[src/rtl/mlp_pkg.sv]
package mlp_pkg;
   typedef enum logic [2:0] {
      ACC_OFF    = 3'd0,
      ACC_DRAIN  = 3'd1,
      ACC_FLUSH  = 3'd2,
      ACC_FILL   = 3'd3,
      ACC_FREEZE = 3'd4
   } acc_mode_e;
endpackage

[src/rtl/mlp_sync.sv]
module mlp_sync #(
   parameter int WIDTH  = 2,
   parameter int STAGES = 2
) (
   input  logic             clk,
   input  logic             rst_n,
   input  logic [WIDTH-1:0] d_in,
   output logic [WIDTH-1:0] d_out
);
   logic [WIDTH-1:0] stage_q [STAGES];

   initial begin
      assert (STAGES >= 2) else $error("mlp_sync: STAGES must be at least 2");
      assert (WIDTH >= 1) else $error("mlp_sync: WIDTH must be positive");
   end

   genvar gi;
   generate
      for (gi = 0; gi < STAGES; gi++) begin : g_stage
         if (gi == 0) begin : g_first
            always_ff @(posedge clk or negedge rst_n) begin
               if (!rst_n) stage_q[gi] <= '0;
               else        stage_q[gi] <= d_in;
            end
         end else begin : g_next
            always_ff @(posedge clk or negedge rst_n) begin
               if (!rst_n) stage_q[gi] <= '0;
               else        stage_q[gi] <= stage_q[gi-1];
            end
         end
      end
   endgenerate

   assign d_out = stage_q[STAGES-1];
endmodule

[src/rtl/mlp_tick.sv]
module mlp_tick #(
   parameter int TICK_DIV = 1
) (
   input  logic clk,
   input  logic rst_n,
   output logic tick
);
   initial begin
      assert (TICK_DIV >= 1) else $error("mlp_tick: TICK_DIV must be at least 1");
   end

   generate
      if (TICK_DIV == 1) begin : g_every
         logic tick_q;
         always_ff @(posedge clk or negedge rst_n) begin
            if (!rst_n) tick_q <= 1'b0;
            else        tick_q <= 1'b1;
         end
         assign tick = tick_q;
      end else begin : g_div
         localparam int DW = $clog2(TICK_DIV);
         localparam logic [DW-1:0] LAST = DW'(TICK_DIV - 1);
         logic [DW-1:0] cnt_q;
         logic          tick_q;
         always_ff @(posedge clk or negedge rst_n) begin
            if (!rst_n) begin
               cnt_q  <= '0;
               tick_q <= 1'b0;
            end else begin
               tick_q <= (cnt_q == LAST);
               cnt_q  <= (cnt_q == LAST) ? '0 : cnt_q + 1'b1;
            end
         end
         assign tick = tick_q;
      end
   endgenerate
endmodule

[src/rtl/mlp_mode.sv]
module mlp_mode
   import mlp_pkg::*;
(
   input  logic      run_s,
   input  logic      unl_s,
   input  logic      prot_off,
   input  logic      fault_q,
   output acc_mode_e mode
);
   always_comb begin
      if (prot_off)      mode = ACC_OFF;
      else if (!run_s)   mode = ACC_DRAIN;
      else if (fault_q)  mode = ACC_FREEZE;
      else if (unl_s)    mode = ACC_FILL;
      else               mode = ACC_FLUSH;
   end
endmodule

[src/rtl/mlp_accum.sv]
module mlp_accum
   import mlp_pkg::*;
#(
   parameter int CW         = 16,
   parameter int DISCH_STEP = 22
) (
   input  logic          clk,
   input  logic          rst_n,
   input  acc_mode_e     mode,
   input  logic          tick,
   input  logic [CW-1:0] trip_ticks,
   output logic [CW-1:0] acc_q,
   output logic          fault_q
);
   localparam logic [CW-1:0] STEP = CW'(DISCH_STEP);

   initial begin
      assert (CW >= 2) else $error("mlp_accum: CW must be at least 2");
      assert (DISCH_STEP >= 1 && DISCH_STEP < (1 << CW))
         else $error("mlp_accum: DISCH_STEP out of range");
   end

   logic [CW:0]   inc_w;
   logic [CW-1:0] fill_v;
   logic [CW-1:0] drain_v;
   logic          reach;

   always_comb begin
      inc_w   = {1'b0, acc_q} + {{CW{1'b0}}, 1'b1};
      fill_v  = inc_w[CW] ? acc_q : inc_w[CW-1:0];
      drain_v = (acc_q >= STEP) ? (acc_q - STEP) : '0;
      reach   = (fill_v >= trip_ticks);
   end

   always_ff @(posedge clk or negedge rst_n) begin
      if (!rst_n) begin
         acc_q   <= '0;
         fault_q <= 1'b0;
      end else begin
         unique case (mode)
            ACC_OFF: begin
               acc_q   <= '0;
               fault_q <= 1'b0;
            end
            ACC_DRAIN: begin
               fault_q <= 1'b0;
               if (tick) acc_q <= drain_v;
            end
            ACC_FLUSH: acc_q <= '0;
            ACC_FILL: begin
               if (tick) begin
                  acc_q <= fill_v;
                  if (reach) fault_q <= 1'b1;
               end
            end
            default: ;
         endcase
      end
   end
endmodule

[src/rtl/mlp_lock_guard.sv]
module mlp_lock_guard
   import mlp_pkg::*;
#(
   parameter int CW          = 16,
   parameter int TICK_DIV    = 1,
   parameter int DISCH_STEP  = 22,
   parameter int SYNC_STAGES = 2
) (
   input  logic          clk,
   input  logic          rst_n,
   input  logic          run_cmd,
   input  logic          unlocked,
   input  logic          prot_off,
   input  logic [CW-1:0] trip_ticks,
   output logic          fault,
   output logic          lowside_off
);
   logic [1:0]    sync_o;
   logic          run_s;
   logic          unl_s;
   logic          tick;
   acc_mode_e     mode;
   logic [CW-1:0] acc_q;
   logic          fault_q;

   mlp_sync #(.WIDTH(2), .STAGES(SYNC_STAGES)) u_sync (
      .clk(clk), .rst_n(rst_n), .d_in({run_cmd, unlocked}), .d_out(sync_o)
   );
   assign run_s = sync_o[1];
   assign unl_s = sync_o[0];

   mlp_tick #(.TICK_DIV(TICK_DIV)) u_tick (
      .clk(clk), .rst_n(rst_n), .tick(tick)
   );

   mlp_mode u_mode (
      .run_s(run_s), .unl_s(unl_s), .prot_off(prot_off),
      .fault_q(fault_q), .mode(mode)
   );

   mlp_accum #(.CW(CW), .DISCH_STEP(DISCH_STEP)) u_accum (
      .clk(clk), .rst_n(rst_n), .mode(mode), .tick(tick),
      .trip_ticks(trip_ticks), .acc_q(acc_q), .fault_q(fault_q)
   );

   assign fault       = fault_q;
   assign lowside_off = fault_q;
endmodule

[config.mk]
export PLATFORM = sky130hd
export DESIGN_NAME = mlp_lock_guard
export DESIGN_NICKNAME = d
export VERILOG_FILES = /design/src/rtl/mlp_pkg.sv /design/src/rtl/mlp_sync.sv /design/src/rtl/mlp_tick.sv /design/src/rtl/mlp_mode.sv /design/src/rtl/mlp_accum.sv /design/src/rtl/mlp_lock_guard.sv
export SDC_FILE = /design/constraint.sdc
export NUM_CORES = 1
export LEC_CHECK = 0
export ABC_AREA = 1
export CORE_ASPECT_RATIO = 1.2
export CORE_MARGIN = 8
export CORE_UTILIZATION = 50
export DETAILED_ROUTE_END_ITERATION = 8
export DONT_BUFFER_PORTS = 1
export PLACE_DENSITY = 0.69
export SKIP_CTS_REPAIR_TIMING = 1
export SLEW_MARGIN = 25
export SYNTH_ARGS = -nofsm -noshare
export SYNTH_HDL_FRONTEND = slang
export SYNTH_SLANG_ARGS = --single-unit
[constraint.sdc]
create_clock -name clk -period 5.35 [get_ports clk]
set_input_delay 1.605 -clock clk [delete_from_list [all_inputs] [get_ports clk]]
set_output_delay 1.605 -clock clk [all_outputs]
set_load 0.02 [all_outputs]
Word level (Yosys, flattened, before mapping):

Index checks and enable logic that the tools add are counted.

* register bits: 22
* input port bits: 21
* output and inout bits: 2
* logic and storage cells: 34

* $add $sub $neg: 2
* order comparisons: 2
* equality and inequality tests: 6
* muxes and demuxes: 12
* reduce and logical (&&, ||, !) cells: 7

Operator list (count)
* $mux 16: 4
* $pmux 16 s3: 1
* $add 16x1->17 const B: 1
* $ge 16x16->1: 1
* $ge 16x5->1 const B: 1
* $sub 16x5->16 const B: 1
* $mux 3: 3
* $eq 3x2->1 const B: 2
* $reduce_and 3->1: 2
* $ne 2x2->1 const B: 2
* $reduce_or 2->1: 2
* $eq 3x1->1 const B: 1
* $logic_not 3->1: 1
* $mux 1: 3
* $reduce_bool 3->1: 1
* $ne 2x1->1 const B: 1
* $pmux 1 s2: 1
* $reduce_bool 2->1: 1

Longest topological paths before layout:

* depth after elaboration: 8
* depth in mapped cells: 18
* depth with buffers taken out: 18

Modules after synthesis:

Synthesis repeated with hierarchy kept, for this count alone.

* cells, all modules: 390
* area, all modules: 2386.0 µm²

By module, submodules not included
* mlp_accum: instances 1, cells an instance 375, area each 2203.4 µm², sequential area each 425.4 µm²
* mlp_sync: instances 1, cells an instance 6, area each 115.1 µm², sequential area each 100.1 µm²
* mlp_mode: instances 1, cells an instance 6, area each 31.3 µm², sequential area each 0.0 µm²
* mlp_tick: instances 1, cells an instance 2, area each 28.8 µm², sequential area each 25.0 µm²
* mlp_lock_guard: instances 1, cells an instance 1, area each 7.5 µm², sequential area each 0.0 µm²

Worst setup path before layout:

No wires, ideal clock.

* path type: input -> register
* start: in trip_ticks[15]
* end: reg u_accum.fault_q
* library setup time: 0.066 ns
* arrival: 2.540 ns
* data required time: 5.284 ns
* slack: 2.744 ns
* stages on the path: 8
* buffers on the path: 0
* cell sequence: inv_1 ha_1 nand2_1 nor4_1 nand2_1 nand3_1 nand2_1 nand2_1

* longest elaborated chain between the ends: 3

RTL lines
* start, declared: RTL line mlp_lock_guard.sv:14 `input logic [CW-1:0] trip_ticks,`
* $ge 16x16->1: RTL line mlp_accum.sv:32 `reach = (fill_v >= trip_ticks);`
* $ne 2x1->1 (no line)
* $reduce_and 3->1 (no line)
* end signal, assigned: RTL line mlp_accum.sv:38 `fault_q <= 1'b0;`
* end signal, assigned: RTL line mlp_accum.sv:43 `fault_q <= 1'b0;`
* end signal, assigned: RTL line mlp_accum.sv:46 `fault_q <= 1'b0;`
* end, declared: RTL line mlp_accum.sv:13 `output logic fault_q`

Every way passes these cells.
A chain may end at the register's enable or synchronous reset.

Worst setup path in the final report:

* start: reg u_accum.acc_q[1]
* end: reg u_accum.fault_q

* longest elaborated chain between the ends: 5

RTL lines
* start, declared: RTL line mlp_accum.sv:12 `output logic [CW-1:0] acc_q,`
* start signal, assigned: RTL line mlp_accum.sv:47 `if (tick) acc_q <= drain_v;`
* start signal, assigned: RTL line mlp_accum.sv:52 `acc_q <= fill_v;`
* $add 16x1->17: RTL line mlp_accum.sv:29 `inc_w = {1'b0, acc_q} + {{CW{1'b0}}, 1'b1};`
* $mux 16 (*): RTL line mlp_accum.sv:30 `fill_v = inc_w[CW] ? acc_q : inc_w[CW-1:0];`
* $ge 16x16->1 (*): RTL line mlp_accum.sv:32
* $ne 2x1->1 (no line) (*)
* $reduce_and 3->1 (no line) (*)

Mark *: on every way between the ends. The rest lies on a longest branch, timed or not.

==> impl_metrics.csv <==
group,metric,value,unit
layout,layout-drive-gt1-share,7.33,%
worst_setup_path,cp_num_buf_inv,1,
route,via_count,2337,
worst_setup_path,end_kind,"register",
global_routing,grt_max_degree,23,
sta,slew_headroom,59.9,%
synthesis,ys.warnings.count,0,
layout,area_delta_synth_final,3.19,%
route,first_pass_iters,4,
layout,multi_input_area,1550,um2
floorplan,die_area,7170,um2
sta,period_minus_slack,2.78,ns
place,port_buffers,0,
clock_tree,numCtsBuffers,3,
outcome,outcome,"complete, no violations",
floorplan,rows,27,
synthesis,synth_area_leaders,"nand2_1 (24%), dfrtp_1 (23%), ha_1 (10%), inv_1 (7.3%), nor2_1 (7.3%)",
worst_setup_path,critical_path.max_stage_delay,0.51,ns
clock_tree,clk_path_buf_depth,2,
worst_setup_path,rr_worst_depth,16,
layout,final_core_util,53.3,%
synthesis,synth-simple-area-share,44.8,%
sta,maxSlewViolCount,0,
route,wl_per_cell,13.7,um
clock_tree,insertion_delay,0.27,ns
synthesis,synth_compound_area_share,8.07,%
clock_tree,htreeDepth,1,
worst_setup_path,path_class,"register to register",
floorplan,die_x,78.7,um
sta,hold_viol,0,
synthesis,synth_mux_area_share,0,%
power_and_ir_drop,ir_drop,277,uV
global_routing,grt_util_all_layers,17.9,%
min_path,hp-class,"register to register",
worst_setup_path,crit_chain,"ha_1 -> nand2_1 -> nor2_1 -> nand2_2 -> inv_2 -> nand3_2 -> nand2_1 -> ha_1 -> a21oi_1 -> nor2_1 -> nor3_1 -> nand2_1 -> nand2_1 -> nand3_1 -> nand2_1 -> nand2_1",
place,hpwl,4.91,mm
synthesis,synth.distinct_cells,28,
place,globalplace.congestion,0.917,
synthesis,syn_area,2360,um2
run,max-cap-violations,0,
global_routing,grt_overflow,0,
route,drc,0,
clock_tree,cts_tree,"done",
layout,antenna_cells,0,
route,wirelength,6.05,mm
worst_setup_path,start_kind,"register",
clock_tree,root_buffer,"clkbuf_8",
worst_setup_path,worst-path-stages,16,
synthesis,avgSynthCellArea,6.06,um2
clock_tree,clk_pin_slew,0.09,ns
sta,fin_tns_setup,0,ns
synthesis,synth_cells,389,
sta,fmax,359,MHz
route,ant_nets,0,
worst_setup_path,crit_path_frequent_cell,"nand2_1",
layout,seq_area,551,um2
clock_tree,cts_sinks,22,
synthesis,synth.top_cell.area_share,23.6,%
worst_setup_path,crit_start,"u_accum.acc_q[1]",
synthesis,synthXorXnorAreaFrac,2.60,%
worst_setup_path,worst_path_max_delay_cell,"dfrtp_1",
synthesis,syn-num-nets,429,
synthesis,netlist.top_cell.by_area,"nand2_1",
sta,rsz0062_at_grt,"false",
global_routing,grt_pass1_vias,2326,
worst_setup_path,setup.worst_path.end,"u_accum.fault_q",
worst_setup_path,reg2reg_from,"u_accum.acc_q[1]",
layout,nets,423,
sta,setup_viol,0,
route,routed_via_density,5.31,
global_routing,antenna_found_initial,0,
power_and_ir_drop,power_density,515,nW/um2
floorplan,start_util,51.7,%
worst_setup_path,cp_top_family,"simple AND/OR/NAND/NOR gates",
sta,skew,0.00592,ns
power_and_ir_drop,p_leak,0.00136,uW
sta,max_slew.worst_pin.slew,0.600,ns
worst_setup_path,critPathMaxFanout,11,
worst_setup_path,worstPathRequired,5.51,ns
worst_setup_path,r2r-end,"u_accum.fault_q",
layout,fillers,481,
sta,period_share,52.0,%
synthesis,seq_area_frac_synth,23.4,%
floorplan,core-area,4560,um2
global_routing,grt_pass1_wl,10.6,mm
floorplan,ioPinCount,23,
worst_setup_path,ff2ff_setup_slack,2.57,ns
floorplan,die_h,91.2,um
synthesis,synth_top_family_by_area,"simple AND/OR/NAND/NOR gates",
synthesis,synth_adder_area_share,10.1,%
worst_setup_path,cp.arrival,2.94,ns
synthesis,synth_seq_cells,22,
route,drt_iter0_markers,198,
-- layer usage --
| metal | part of all wire [%] | track usage [%] |
|---|---|---|
| met3 | 5.4 | 2.66 |
| met5 | 0 | 0 |
| met4 | 2.1 | 6.19 |
| met2 | 47 | 30.7 |
| met1 | 46 | 21.9 |
-- worst min-delay path by stage --
| stage | endpoint | depth (start not counted) | start |
|---|---|---|---|
| 4_1_cts | u_sync.d_out[0] | 0 | u_sync.stage_q[2] |
| 3_5_place_dp | u_sync.d_out[1] | 0 | u_sync.stage_q[3] |
| 6_report | u_sync.d_out[0] | 0 | u_sync.stage_q[2] |
| 5_1_grt | u_sync.d_out[0] | 0 | u_sync.stage_q[2] |
| 2_1_floorplan | u_sync.d_out[0] | 0 | u_sync.stage_q[2] |
| 3_3_place_gp | u_sync.d_out[0] | 0 | u_sync.stage_q[2] |
-- cell families (layout without fill, tap and decap cells) --
group                    after synthesis  in the layout
adder cells (fa/ha/maj)               19             19
AO/OA/AOI/OAI                         33             33
XOR/XNOR                               7              7
other                                  1              1
flip-flops                            22             22
AND/OR/NAND/NOR                      247            247
buffers and inverters                 60             53
-- cell usage after synthesis, drive strengths merged --
cell type	instances
nand2	156
nor2	52
and2	3
xor2	7
nand3b	1
buf	11
clkbuf	1
o21ai	21
nor3	3
ha	19
a21boi	1
dfrtp	22
a21oi	11
nand3	24
conb	1
nand4	6
inv	48
nor4	2
-- per-stage QoR --
| stage | worst slack, ns | hold slack (ns) | cell area (um2) | power [uW] | instances |
|---|---|---|---|---|---|
| 2_1_floorplan | 2.74 | 0.331 | 2360 | 937 | 389 |
| 3_3_place_gp | 2.58 | 0.338 | 2360 | 1070 | 436 |
| 3_5_place_dp | 2.54 | 0.338 | 2360 | 1080 | 436 |
| 4_1_cts | 2.55 | 0.362 | 2430 | 1250 | 440 |
| 5_1_grt | 2.32 | 0.363 | 2430 | 1390 | 440 |
| 6_report | 2.57 | 0.359 | 2430 | 1250 | 440 |
-- state kept, by name, indices dropped and copies added (netlist names) --
name,flops
u_sync.d_out,2
u_accum.acc_q,16
u_tick.tick,1
u_accum.fault_q,1
u_sync.stage_q,2
-- cell usage in the layout, fill, tap and decap left out --
| cell type | n |
|---|---|
| a21boi_1 | 1 |
| xor2_1 | 7 |
| nor3_1 | 2 |
| nand2_2 | 8 |
| nor3_4 | 1 |
| o21ai_2 | 3 |
| nor2_1 | 46 |
| o21ai_4 | 1 |
| nand2_1 | 148 |
| bufinv_16 | 1 |
| nor4_1 | 2 |
| inv_2 | 2 |
| and2_1 | 3 |
| dfrtp_1 | 22 |
| buf_4 | 1 |
| a21oi_1 | 11 |
| nor2_2 | 6 |
| inv_1 | 46 |
| o21ai_1 | 6 |
| nand3_2 | 1 |
| nand4_1 | 6 |
| nand3_1 | 23 |
| o21ai_0 | 11 |
| conb_1 | 1 |
| nand3b_4 | 1 |
| clkbuf_8 | 3 |
| ha_1 | 19 |
-- where the power goes --
part	internal (uW)	switching, uW	total (uW)
Combinational	282	475	757
Clock	100	61.7	162
Sequential	218	117	334
Total	600	653	1250
-- layout make-up --
| type | instances | share of cell area [%] |
|---|---|---|
| flip-flops and latches | 22 | 22.6 |
| repair buffers | 1 | 0.309 |
| well taps | 58 | 2.99 |
| clock inverters | 1 | 1.24 |
| clock buffers | 3 | 1.70 |
| inverters | 48 | 7.41 |
| multi-input cells | 307 | 63.7 |
Note: power is estimated with default switching activity, not from simulation.
